`config.mk`:
```
export PLATFORM = sky130hd
export DESIGN_NAME = dma_irq_status
export DESIGN_NICKNAME = d
export VERILOG_FILES = /design/src/rtl/dma_irq_pkg.sv /design/src/rtl/dma_irq_sticky.sv /design/src/rtl/dma_irq_errcode.sv /design/src/rtl/dma_irq_summary.sv /design/src/rtl/dma_irq_status.sv
export SDC_FILE = /design/constraint.sdc
export NUM_CORES = 1
export LEC_CHECK = 0
export ABC_AREA = 1
export CORE_MARGIN = 5
export CORE_UTILIZATION = 29
export CTS_CLUSTER_DIAMETER = 30
export DETAILED_ROUTE_END_ITERATION = 10
export HOLD_SLACK_MARGIN = 0.02
export PLACE_DENSITY = 0.92
export SYNTH_ARGS = -nofsm -noshare
export SYNTH_HDL_FRONTEND = slang
export SYNTH_HIERARCHICAL = 1
export SYNTH_SLANG_ARGS = --single-unit
```
`constraint.sdc`:
```
create_clock -name clk -period 3.2 [get_ports clk]
set_input_delay 0.96 -clock clk [delete_from_list [all_inputs] [get_ports clk]]
set_output_delay 0.96 -clock clk [all_outputs]
set_load 0.05 [all_outputs]
```
`src/rtl/dma_irq_pkg.sv`:
```
package dma_irq_pkg;
  localparam int REG_W     = 32;
  localparam int MASK_W    = 10;
  localparam int NUM_CAUSE = 5;

  // cause indices inside the sticky cause vector
  localparam int CZ_TX     = 0;
  localparam int CZ_RX     = 1;
  localparam int CZ_BUSERR = 2;
  localparam int CZ_NODESC = 3;
  localparam int CZ_CARD   = 4;

  // positions in the status word that software decodes
  localparam int NIS_POS   = 8;
  localparam int AIS_POS   = 9;
  localparam int CODE_LSB  = 10;
  localparam int FSM_LSB   = 13;

  localparam logic [NUM_CAUSE-1:0] NORMAL_GRP   = 5'b00011;
  localparam logic [NUM_CAUSE-1:0] ABNORMAL_GRP = 5'b11100;

  function automatic int cause_pos(input int idx);
    case (idx)
      CZ_TX:     return 0;
      CZ_RX:     return 1;
      CZ_BUSERR: return 2;
      CZ_NODESC: return 4;
      default:   return 5;
    endcase
  endfunction
endpackage

```
`src/rtl/dma_irq_sticky.sv`:
```
module dma_irq_sticky #(
  parameter int N = 1
) (
  input  logic         clk,
  input  logic         rst,
  input  logic [N-1:0] set_i,
  input  logic [N-1:0] clr_i,
  output logic [N-1:0] q_o,
  output logic [N-1:0] nxt_o
);
  genvar g;
  generate
    for (g = 0; g < N; g++) begin : g_bit
      // set has priority over a clear in the same cycle
      assign nxt_o[g] = set_i[g] | (q_o[g] & ~clr_i[g]);
      always_ff @(posedge clk) begin
        if (rst) q_o[g] <= 1'b0;
        else     q_o[g] <= nxt_o[g];
      end
    end
  endgenerate
endmodule

```
`src/rtl/dma_irq_errcode.sv`:
```
module dma_irq_errcode #(
  parameter int CODE_W = 3
) (
  input  logic              clk,
  input  logic              rst,
  input  logic              err_held_i,
  input  logic              err_nxt_i,
  input  logic              err_evt_i,
  input  logic [CODE_W-1:0] code_i,
  output logic [CODE_W-1:0] code_o
);
  always_ff @(posedge clk) begin
    if (rst || !err_nxt_i)
      code_o <= '0;
    else if (!err_held_i && err_evt_i)
      code_o <= code_i;
  end
endmodule

```
`src/rtl/dma_irq_summary.sv`:
```
module dma_irq_summary
  import dma_irq_pkg::*;
(
  input  logic                 clk,
  input  logic                 rst,
  input  logic [NUM_CAUSE-1:0] cause_nxt_i,
  input  logic [NUM_CAUSE-1:0] cause_en_i,
  input  logic                 nis_clr_i,
  input  logic                 ais_clr_i,
  input  logic                 nis_irq_en_i,
  input  logic                 ais_irq_en_i,
  output logic                 nis_o,
  output logic                 ais_o,
  output logic                 irq_o
);
  logic [NUM_CAUSE-1:0] live;
  logic [1:0]           sum_set, sum_clr, sum_q, sum_nxt;

  assign live    = cause_nxt_i & cause_en_i;
  assign sum_set = {|(live & ABNORMAL_GRP), |(live & NORMAL_GRP)};
  assign sum_clr = {ais_clr_i, nis_clr_i};

  dma_irq_sticky #(.N(2)) u_sum_bits (
    .clk   (clk),
    .rst   (rst),
    .set_i (sum_set),
    .clr_i (sum_clr),
    .q_o   (sum_q),
    .nxt_o (sum_nxt)
  );

  assign nis_o = sum_q[0];
  assign ais_o = sum_q[1];

  always_ff @(posedge clk) begin
    if (rst) irq_o <= 1'b0;
    else     irq_o <= (sum_nxt[0] & nis_irq_en_i) | (sum_nxt[1] & ais_irq_en_i);
  end
endmodule

```
`src/rtl/dma_irq_status.sv`:
```
module dma_irq_status
  import dma_irq_pkg::*;
#(
  parameter int CODE_W     = 3,
  parameter int STATE_W    = 4,
  parameter int CARD_ERR_W = 7
) (
  input  logic                  clk,
  input  logic                  rst,
  input  logic                  ev_tx_done,
  input  logic                  ev_rx_done,
  input  logic                  ev_bus_err,
  input  logic [CODE_W-1:0]     ev_bus_err_code,
  input  logic                  ev_desc_unavail,
  input  logic [CARD_ERR_W-1:0] card_err,
  input  logic [STATE_W-1:0]    dma_state,
  input  logic [MASK_W-1:0]     irq_mask,
  input  logic                  reg_wr,
  input  logic [REG_W-1:0]      reg_wdata,
  output logic [REG_W-1:0]      reg_rdata,
  output logic                  irq,
  output logic                  bus_disable
);
  logic [NUM_CAUSE-1:0] cause_set, cause_clr, cause_en, cause_q, cause_nxt;
  logic [CODE_W-1:0]    code_q;
  logic [STATE_W-1:0]   fsm_q;
  logic                 nis_q, ais_q;

  assign cause_set[CZ_TX]     = ev_tx_done;
  assign cause_set[CZ_RX]     = ev_rx_done;
  assign cause_set[CZ_BUSERR] = ev_bus_err;
  assign cause_set[CZ_NODESC] = ev_desc_unavail;
  assign cause_set[CZ_CARD]   = |card_err;

  genvar g;
  generate
    for (g = 0; g < NUM_CAUSE; g++) begin : g_map
      assign cause_clr[g] = reg_wr & reg_wdata[cause_pos(g)];
      assign cause_en[g]  = irq_mask[cause_pos(g)];
    end
  endgenerate

  dma_irq_sticky #(.N(NUM_CAUSE)) u_causes (
    .clk   (clk),
    .rst   (rst),
    .set_i (cause_set),
    .clr_i (cause_clr),
    .q_o   (cause_q),
    .nxt_o (cause_nxt)
  );

  dma_irq_errcode #(.CODE_W(CODE_W)) u_errcode (
    .clk        (clk),
    .rst        (rst),
    .err_held_i (cause_q[CZ_BUSERR]),
    .err_nxt_i  (cause_nxt[CZ_BUSERR]),
    .err_evt_i  (ev_bus_err),
    .code_i     (ev_bus_err_code),
    .code_o     (code_q)
  );

  dma_irq_summary u_summary (
    .clk          (clk),
    .rst          (rst),
    .cause_nxt_i  (cause_nxt),
    .cause_en_i   (cause_en),
    .nis_clr_i    (reg_wr & reg_wdata[NIS_POS]),
    .ais_clr_i    (reg_wr & reg_wdata[AIS_POS]),
    .nis_irq_en_i (irq_mask[NIS_POS]),
    .ais_irq_en_i (irq_mask[AIS_POS]),
    .nis_o        (nis_q),
    .ais_o        (ais_q),
    .irq_o        (irq)
  );

  always_ff @(posedge clk) begin
    if (rst) fsm_q <= '0;
    else     fsm_q <= dma_state;
  end

  // status word is assembled purely from flops
  always_comb begin
    reg_rdata = '0;
    for (int i = 0; i < NUM_CAUSE; i++)
      reg_rdata[cause_pos(i)] = cause_q[i];
    reg_rdata[NIS_POS]                = nis_q;
    reg_rdata[AIS_POS]                = ais_q;
    reg_rdata[CODE_LSB +: CODE_W]     = code_q;
    reg_rdata[FSM_LSB +: STATE_W]     = fsm_q;
  end

  assign bus_disable = cause_q[CZ_BUSERR];

  logic unused_bits;
  assign unused_bits = ^{reg_wdata[REG_W-1:AIS_POS+1], reg_wdata[7:6], reg_wdata[3],
                         irq_mask[7:6], irq_mask[3]};
endmodule

```
== Yosys cells after proc, flatten, opt, wreduce, memory -nomap -nowiden ==
Index checks and enable logic that the tools add are counted.

* Bits in registers: 15
* Input bits: 63
* Output and inout port bits: 34
* Logic and storage cells: 49

* Bitwise gates (word level): 32
* Reductions and logical operators: 7

{| class="wikitable"
|+ Operator list
! operator !! count
|-
| 1-bit bitwise AND || 16
|-
| 1-bit OR || 8
|-
| 1-bit NOT || 7
|-
| 7-bit OR reduction || 1
|-
| 5-bit bitwise AND || 1
|-
| 3-bit OR reduction || 1
|-
| 1-bit zero test || 2
|-
| 2-bit OR reduction || 1
|-
| 1-bit logical AND || 1
|-
| 1-bit logical OR || 1
|}

== Depth between registers and ports, before layout ==
Gate-level depths: netlist of the first run.

* Word-level depth: 9
* Mapped depth: 12
* Gate-level depth less buffers: 12

== By module ==
Netlist of the first run, hierarchy kept.

{| class="wikitable"
|+ Modules (own cells, without submodules)
! module !! times used !! cells an instance !! area each (um2) !! sequential area each (um2)
|-
| dma_irq_status || 1 || 60 || 369.1 || 80.1
|-
| dma_irq_sticky (u_causes) || 1 || 30 || 200.2 || 100.1
|-
| dma_irq_errcode || 1 || 23 || 141.4 || 60.1
|-
| dma_irq_sticky (u_summary.u_sum_bits) || 1 || 12 || 80.1 || 40.0
|-
| dma_irq_summary || 1 || 11 || 63.8 || 20.0
|}

== Least setup slack after synthesis of the first run ==
OpenSTA, ideal clock, no wires.

* Path type: reg-to-output
* Start point: register u_causes.q_o[2]
* End point: output port reg_rdata[2]
* Arrival: 0.968 ns
* Data required time: 2.240 ns
* Setup slack: 1.272 ns
* Cell stages (with the launch flop): 2
* Path buffers: 1
* Cell sequence: dfxtp_1 buf_4

{| class="wikitable"
|+ RTL lines
! item !! RTL line !! RTL
|-
| from (decl) || dma_irq_sticky.sv:8 || <nowiki>output logic [N-1:0] q_o,</nowiki>
|-
| from (signal, indexed assignment) || dma_irq_sticky.sv:18 || <nowiki>else q_o[g] <= nxt_o[g];</nowiki>
|-
| to (decl) || dma_irq_status.sv:20 || <nowiki>output logic [REG_W-1:0] reg_rdata,</nowiki>
|}

No word-level cell between the ends.

== Worst setup path in the final report of the first run ==
* Start point: register u_causes.q_o[2]
* End point: output port bus_disable

{| class="wikitable"
|+ RTL lines
! item !! RTL line !! RTL
|-
| to (decl) || dma_irq_status.sv:22 || <nowiki>output logic bus_disable</nowiki>
|}

No word-level cell between the ends.

==> results of run 1 <==
final cells by class:
class	instances	area [sq um]
Multi-Input combinational cell	80	322
Timing Repair Buffer	50	500
Sequential cell	15	300
Inverter	37	139
Clock buffer	4	26.3
Fill cell	284	1460
Tap cell	31	38.8
Yosys cell counts:
cell | number | area, sq um
nand2_1 | 36 | 135
a21oi_1 | 7 | 35.0
buf_4 | 21 | 158
nor2_1 | 13 | 48.8
nand3_1 | 4 | 20.0
a21oi_2 | 1 | 8.76
dfxtp_1 | 15 | 300
conb_1 | 1 | 3.75
nor2_2 | 1 | 6.26
inv_2 | 1 | 3.75
inv_1 | 36 | 135
metal layers:
metal  GRT usage (%)  share of wire (%)  vias up
met1            9.43                 34      316
met3            4.90                 13        2
met2            15.8                 52       38
li1                -                  -      446
met4            3.05               0.50        0
met5               0                  0        -
power groups by stage:
| stage | Sequential (W) | Clock (W) | Combinational (W) |
|---|---|---|---|
| 6_report | 0.000205 | 0.000109 | 0.000200 |
| 5_1_grt | 0.000207 | 0.000128 | 0.000213 |
| 4_1_cts | 0.000205 | 0.000117 | 0.000201 |
| 3_5_place_dp | 0.000209 | 0 | 0.000201 |
| 3_3_place_gp | 0.000209 | 0 | 0.000199 |
| 2_1_floorplan | 0.000244 | 0 | 0.000111 |
worst max path at each step:
stage / endpoint / depth (start not counted)
after floorplan: reg_rdata[2] / 1
after global placement: u_summary/irq_o / 12
after detailed placement: u_summary/irq_o / 12
after CTS: bus_disable / 1
after global routing: bus_disable / 1
final: bus_disable / 1
cells by family after synthesis:
kind of cell | after synthesis
other | 1
and+or+nand+nor | 54
AOI/OAI and AO/OA | 8
DFF | 15
buffers and inverters | 58
flip-flops by register name (all words and copies together) (netlist names):
name and flops:
fsm_q 4, u_summary/irq_o 1, u_errcode/code_o 3, u_causes/q_o 5, u_summary/u_sum_bits/q_o 2
through the flow:
stage               instance area (sq um)  utilization, %
floorplan                             918               -
global placement                     1300            46.7
detailed placement                   1300            46.7
CTS                                  1330            47.7
global route                         1330            47.7
finish                               1330            47.7
==> reports/qor.yml, run 1 <==
grt.overflow.total: 0
rrSetupSlack_ns: 2.15
p_int_w: 0.000319
ctsRootBufferMaster: "clkbuf_4"
grt_max_degree: 14
fmax_mhz: 398
post-cts-setup-buffers: 0
cp_cell_sequence: "clkdlybuf4s50_1"
r2r-end: "u_summary/irq_o"
cts_htree_levels: 1
layout_common_cells: "clkdlybuf4s50_1 (50), inv_1 (36), nand2_1 (36), conb_1 (18), dfxtp_1 (15)"
gp_congestion: 0.772
setup_slack_ns: 0.690
min_path_cells: 2
synth_seq_area_share_pct: 35.1
wire_per_inst_um: 9.29
layout-drive-gt1-share_pct: 3.23
p_seq_share_pct: 39.8
synth-xor-area-share_pct: 0
area_delta_synth_final_pct: 55.2
ir_worst_vdd_mv: 0.285
r2r-start: "u_causes/q_o[2]"
leakage_nw: 0.725
finalSetupTns_ns: 0
drt-initial-drc-count: 18
cpLargestDelayFamily: "buffers and inverters"
antenna_left: 0
synthAdderAreaFrac_pct: 0
drc_errors: 0
crit_start: "u_causes/q_o[2]"
worstMarginPinSlew_ns: 0.541
viasPerCell: 3.70
ctsHoldBuffers: 0
cp.arrival_ns: 1.55
syn_area_sq_um: 855
post_cts_resized: 0
fin_crit_sh_pct: 78.4
hold_path_end: "u_summary/u_sum_bits/q_o[1]"
synth_top_family_by_area: "buffers and inverters"
reg2reg_depth: 8
synthSimpleGateAreaFrac_pct: 24.6
nets: 250
cts_tree: "built"
yosys_warnings: 6
worstPathRequired_ns: 2.24
max_cap_violations: 0
die_x_um: 64.3
synth-seq-cells: 15
track_usage_pct: 9.17
routed_wl_mm: 2.02
path_clk_slew_ns: 0.09
cts_buffer_depth: 2
syn_inst: 136
firstDrtPassIters: 4
antenna_found_initial: 0
dpl_worst_slack_ns: 0.775
cts_inserted_buffers: 3
hold_slack_ns: 0.485
layout_commonest_cell: "clkdlybuf4s50_1"
finalMaxSlewViolations: 0
report.final.hold_viol_count: 0
combPwrFrac_pct: 38.9
syn_avg_cell_area_sq_um: 6.28
critPathBufInv: 1
relSlewSlack_pct: 63.8
grt_pass1_vias: 681
p_per_area_nw_per_um2: 388
final_cells: 217
rsz0062_at_grt: "no"
outcome: "complete, no violations"
clk_latency_ns: 0.28
critPathSlowestCell: "clkdlybuf4s50_1"
place_inst: 213
p_sw_w: 0.000195
place_hpwl_mm: 1.72
yosys.cell_types.count: 11
synthMuxAreaShare_pct: 0
critical_path_class: "reg -> out"
synth_compound_area_share_pct: 5.12
clock_power_share_pct: 21.3
p_sw_share_pct: 38.0
fin_crit_ns: 2.51
boundaryPins: 97
die_h_um: 64.3
port_buffers: 50
cpPeakStageDelay_ns: 0.84
rows: 19
core_sq_um: 2780
vias: 802
endpoint_kind: "output pin"
clock_skew_ns: 0.00433
die_area_sq_um: 4130
cts.sinks: 15
power_w: 0.000514
setup-violations-final: 0
initial_utilization_pct: 30.7
min_path_type: "reg -> reg"
path_max_fanout: 5
n_antenna_cell: 0
grt_pass1_wl_mm: 2.94
startpoint_type: "register"
min-delay-start: "u_summary/u_sum_bits/q_o[1]"
(Power assumes the default switching activity.)
==> inputs of run 2 (changes only) <==
--- a/config.mk
+++ b/config.mk
@@ -7,11 +7,11 @@
 export LEC_CHECK = 0
 export ABC_AREA = 1
 export CORE_MARGIN = 5
-export CORE_UTILIZATION = 29
+export CORE_UTILIZATION = 24
 export CTS_CLUSTER_DIAMETER = 30
 export DETAILED_ROUTE_END_ITERATION = 10
 export HOLD_SLACK_MARGIN = 0.02
-export PLACE_DENSITY = 0.92
+export PLACE_DENSITY = 0.82
 export SYNTH_ARGS = -nofsm -noshare
 export SYNTH_HDL_FRONTEND = slang
 export SYNTH_HIERARCHICAL = 1
==> constraint.sdc (replaced) <==
create_clock -name clk -period 2.3 [get_ports clk]
set_input_delay 0.69 -clock clk [delete_from_list [all_inputs] [get_ports clk]]
set_output_delay 0.69 -clock clk [all_outputs]
set_load 0.05 [all_outputs]
==> reports/qor.yml, run 2 (synthesis results as in run 1) <==
path_max_fanout: 2  # was 5
setup-violations-final: 0  # unchanged
p_sw_share_pct: 37.6  # was 38.0%
die_x_um: 69.7  # was 64.3 um
clk_latency_ns: 0.28  # about the same
p_sw_w: 0.000267  # was 0.000195 W
max_cap_violations: 0  # unchanged
hold_slack_ns: 0.486  # was 0.485 ns
grt.overflow.total: 0  # unchanged
cp.arrival_ns: 1.44  # was 1.55 ns
fmax_mhz: 469
gp_congestion: 0.755  # was 0.772
place_hpwl_mm: 1.84  # was 1.72 mm
cpLargestDelayFamily: "buffers and inverters"  # unchanged
wire_per_inst_um: 9.08  # was 9.29 um
cts_inserted_buffers: 3  # unchanged
met1_usage_pct: 9.47  # was 9.43%
grt_max_degree: 9  # was 14
die_h_um: 69.7  # was 64.3 um
nets: 251  # was 250
reg.largest.list: "u_causes/q_o x5, fsm_q x4, u_errcode/code_o x3"  # unchanged
area_delta_synth_final_pct: 58.9  # was 55.2%
layout-drive-gt1-share_pct: 3.74  # was 3.23%
antenna_found_initial: 0  # unchanged
largest_register_ffs: 5  # unchanged
core_sq_um: 3390  # was 2780 sq um
grt-busiest-layer: "met2"  # unchanged
cts_htree_levels: 1  # unchanged
worstMarginPinSlew_ns: 0.527  # was 0.541 ns
finalMaxSlewViolations: 0  # unchanged
firstDrtPassIters: 3  # was 4
critPathSlowestCell: "clkdlybuf4s50_1"  # unchanged
startpoint_type: "register"  # unchanged
fin_crit_ns: 2.13
critical_path_class: "reg -> out"  # unchanged
clock_power_share_pct: 20.6  # was 21.3%
cts.sinks: 15  # unchanged
grt_util_met3_pct: 4.64  # was 4.90%
fin_crit_sh_pct: 92.7
use_met2_pct: 16.0  # was 15.8%
finalSetupTns_ns: 0  # unchanged
rows: 21  # was 19
p_int_w: 0.000444  # was 0.000319 W
min_path_type: "reg -> reg"  # unchanged
layout_commonest_cell: "clkdlybuf4s50_1"  # unchanged
outcome: "complete, no violations"  # unchanged
ctsRootBufferMaster: "clkbuf_4"  # unchanged
path_clk_slew_ns: 0.09  # about the same
leakage_nw: 0.755  # was 0.725 nW
grt_pass1_vias: 815  # was 681
die_area_sq_um: 4850  # was 4130 sq um
critPathBufInv: 1  # unchanged
drc_errors: 0  # unchanged
boundaryPins: 97  # unchanged
relSlewSlack_pct: 64.7  # was 63.8%
worstPathRequired_ns: 1.61  # was 2.24 ns
layout_common_cells: "clkdlybuf4s50_1 (48), inv_1 (36), nand2_1 (36), conb_1 (18), dfxtp_1 (15)"  # was clkdlybuf4s50_1 (50), inv_1 (36), nand2_1 (36), conb_1 (18), dfxtp_1 (15)
routed_wl_mm: 2.12  # was 2.02 mm
p_per_area_nw_per_um2: 524  # was 388 nW/um^2
port_buffers: 50  # unchanged
cts_tree: "built"  # unchanged
track_usage_pct: 9.09  # was 9.17%
n_antenna_cell: 0  # unchanged
combPwrFrac_pct: 39.4  # was 38.9%
ctsHoldBuffers: 0  # unchanged
drt-initial-drc-count: 13  # was 18
cpPeakStageDelay_ns: 0.82  # was 0.84 ns
endpoint_kind: "output pin"  # unchanged
rsz0062_at_grt: "no"  # unchanged
vias: 812  # was 802
cts_buffer_depth: 2  # unchanged
cp_cell_sequence: "clkdlybuf4s50_1"  # unchanged
ir_worst_vdd_mv: 0.266  # was 0.285 mV
viasPerCell: 3.48  # was 3.70
p_seq_share_pct: 40.0  # was 39.8%
report.final.hold_viol_count: 0  # unchanged
initial_utilization_pct: 25.2  # was 30.7%
top_register: "u_causes/q_o"  # unchanged
grt_pass1_wl_mm: 3.53  # was 2.94 mm
clock_skew_ns: 0.00489  # was 0.00433 ns
antenna_left: 0  # unchanged
==> run 2: path summary, 6_finish.rpt <==
path / startpoint / to / slack (ns) / depth (start not counted)
max: u_causes/q_o[4] / reg_rdata[5] / 0.17 / 1
min: u_summary/u_sum_bits/q_o[0] / u_summary/u_sum_bits/q_o[0] / 0.49 / 2
max reg2reg: u_causes/q_o[2] / u_summary/irq_o / 1.24 / 8
min reg2reg: u_summary/u_sum_bits/q_o[0] / u_summary/u_sum_bits/q_o[0] / 0.49 / 2
==> run 2: what timing repair did <==
item | in CTS | in global routing
buffers inserted | 0 | 0
endpoints found under the setup margin | 0 | 2
gates resized for setup | 0 | 2
==> run 2: per-layer routing <==
layer  part of all wire, %  vias to the layer above
li1                      -                      447
met1                    39                      321
met2                    49                       42
met3                    11                        2
met4                  0.66                        0
met5                     0                        -
==> run 2: power by group through the flow <==
stage	Sequential (W)	Clock [W]	Combinational (W)
2_1_floorplan	0.000340	0	0.000154
3_3_place_gp	0.000290	0	0.000280
3_5_place_dp	0.000291	0	0.000282
4_1_cts	0.000285	0.000163	0.000283
5_1_grt	0.000287	0.000180	0.000301
6_report	0.000285	0.000147	0.000280
==> run 2: stage by stage <==
step                      utilization, %  std cells  cell area (sq um)  power, W  setup slack, ns
final                               40.1        233               1360  0.000712            0.167
after global routing                40.1        233               1360  0.000768           0.0930
after CTS                           39.9        233               1350  0.000731           0.0448
after detailed placement            39.1        229               1330  0.000573            0.107
after global placement              39.1        229               1330  0.000570            0.123
after floorplan                        -        153                918  0.000494            0.642
==> run 2: layout make-up <==
| cell class | instances | area [sq um] |
|---|---|---|
| clock buffers | 4 | 26.3 |
| fillers | 365 | 2030 |
| inverters | 37 | 139 |
| multi-input cells | 80 | 322 |
| flip-flops and latches | 15 | 300 |
| well taps | 46 | 57.6 |
| repair buffers | 51 | 513 |
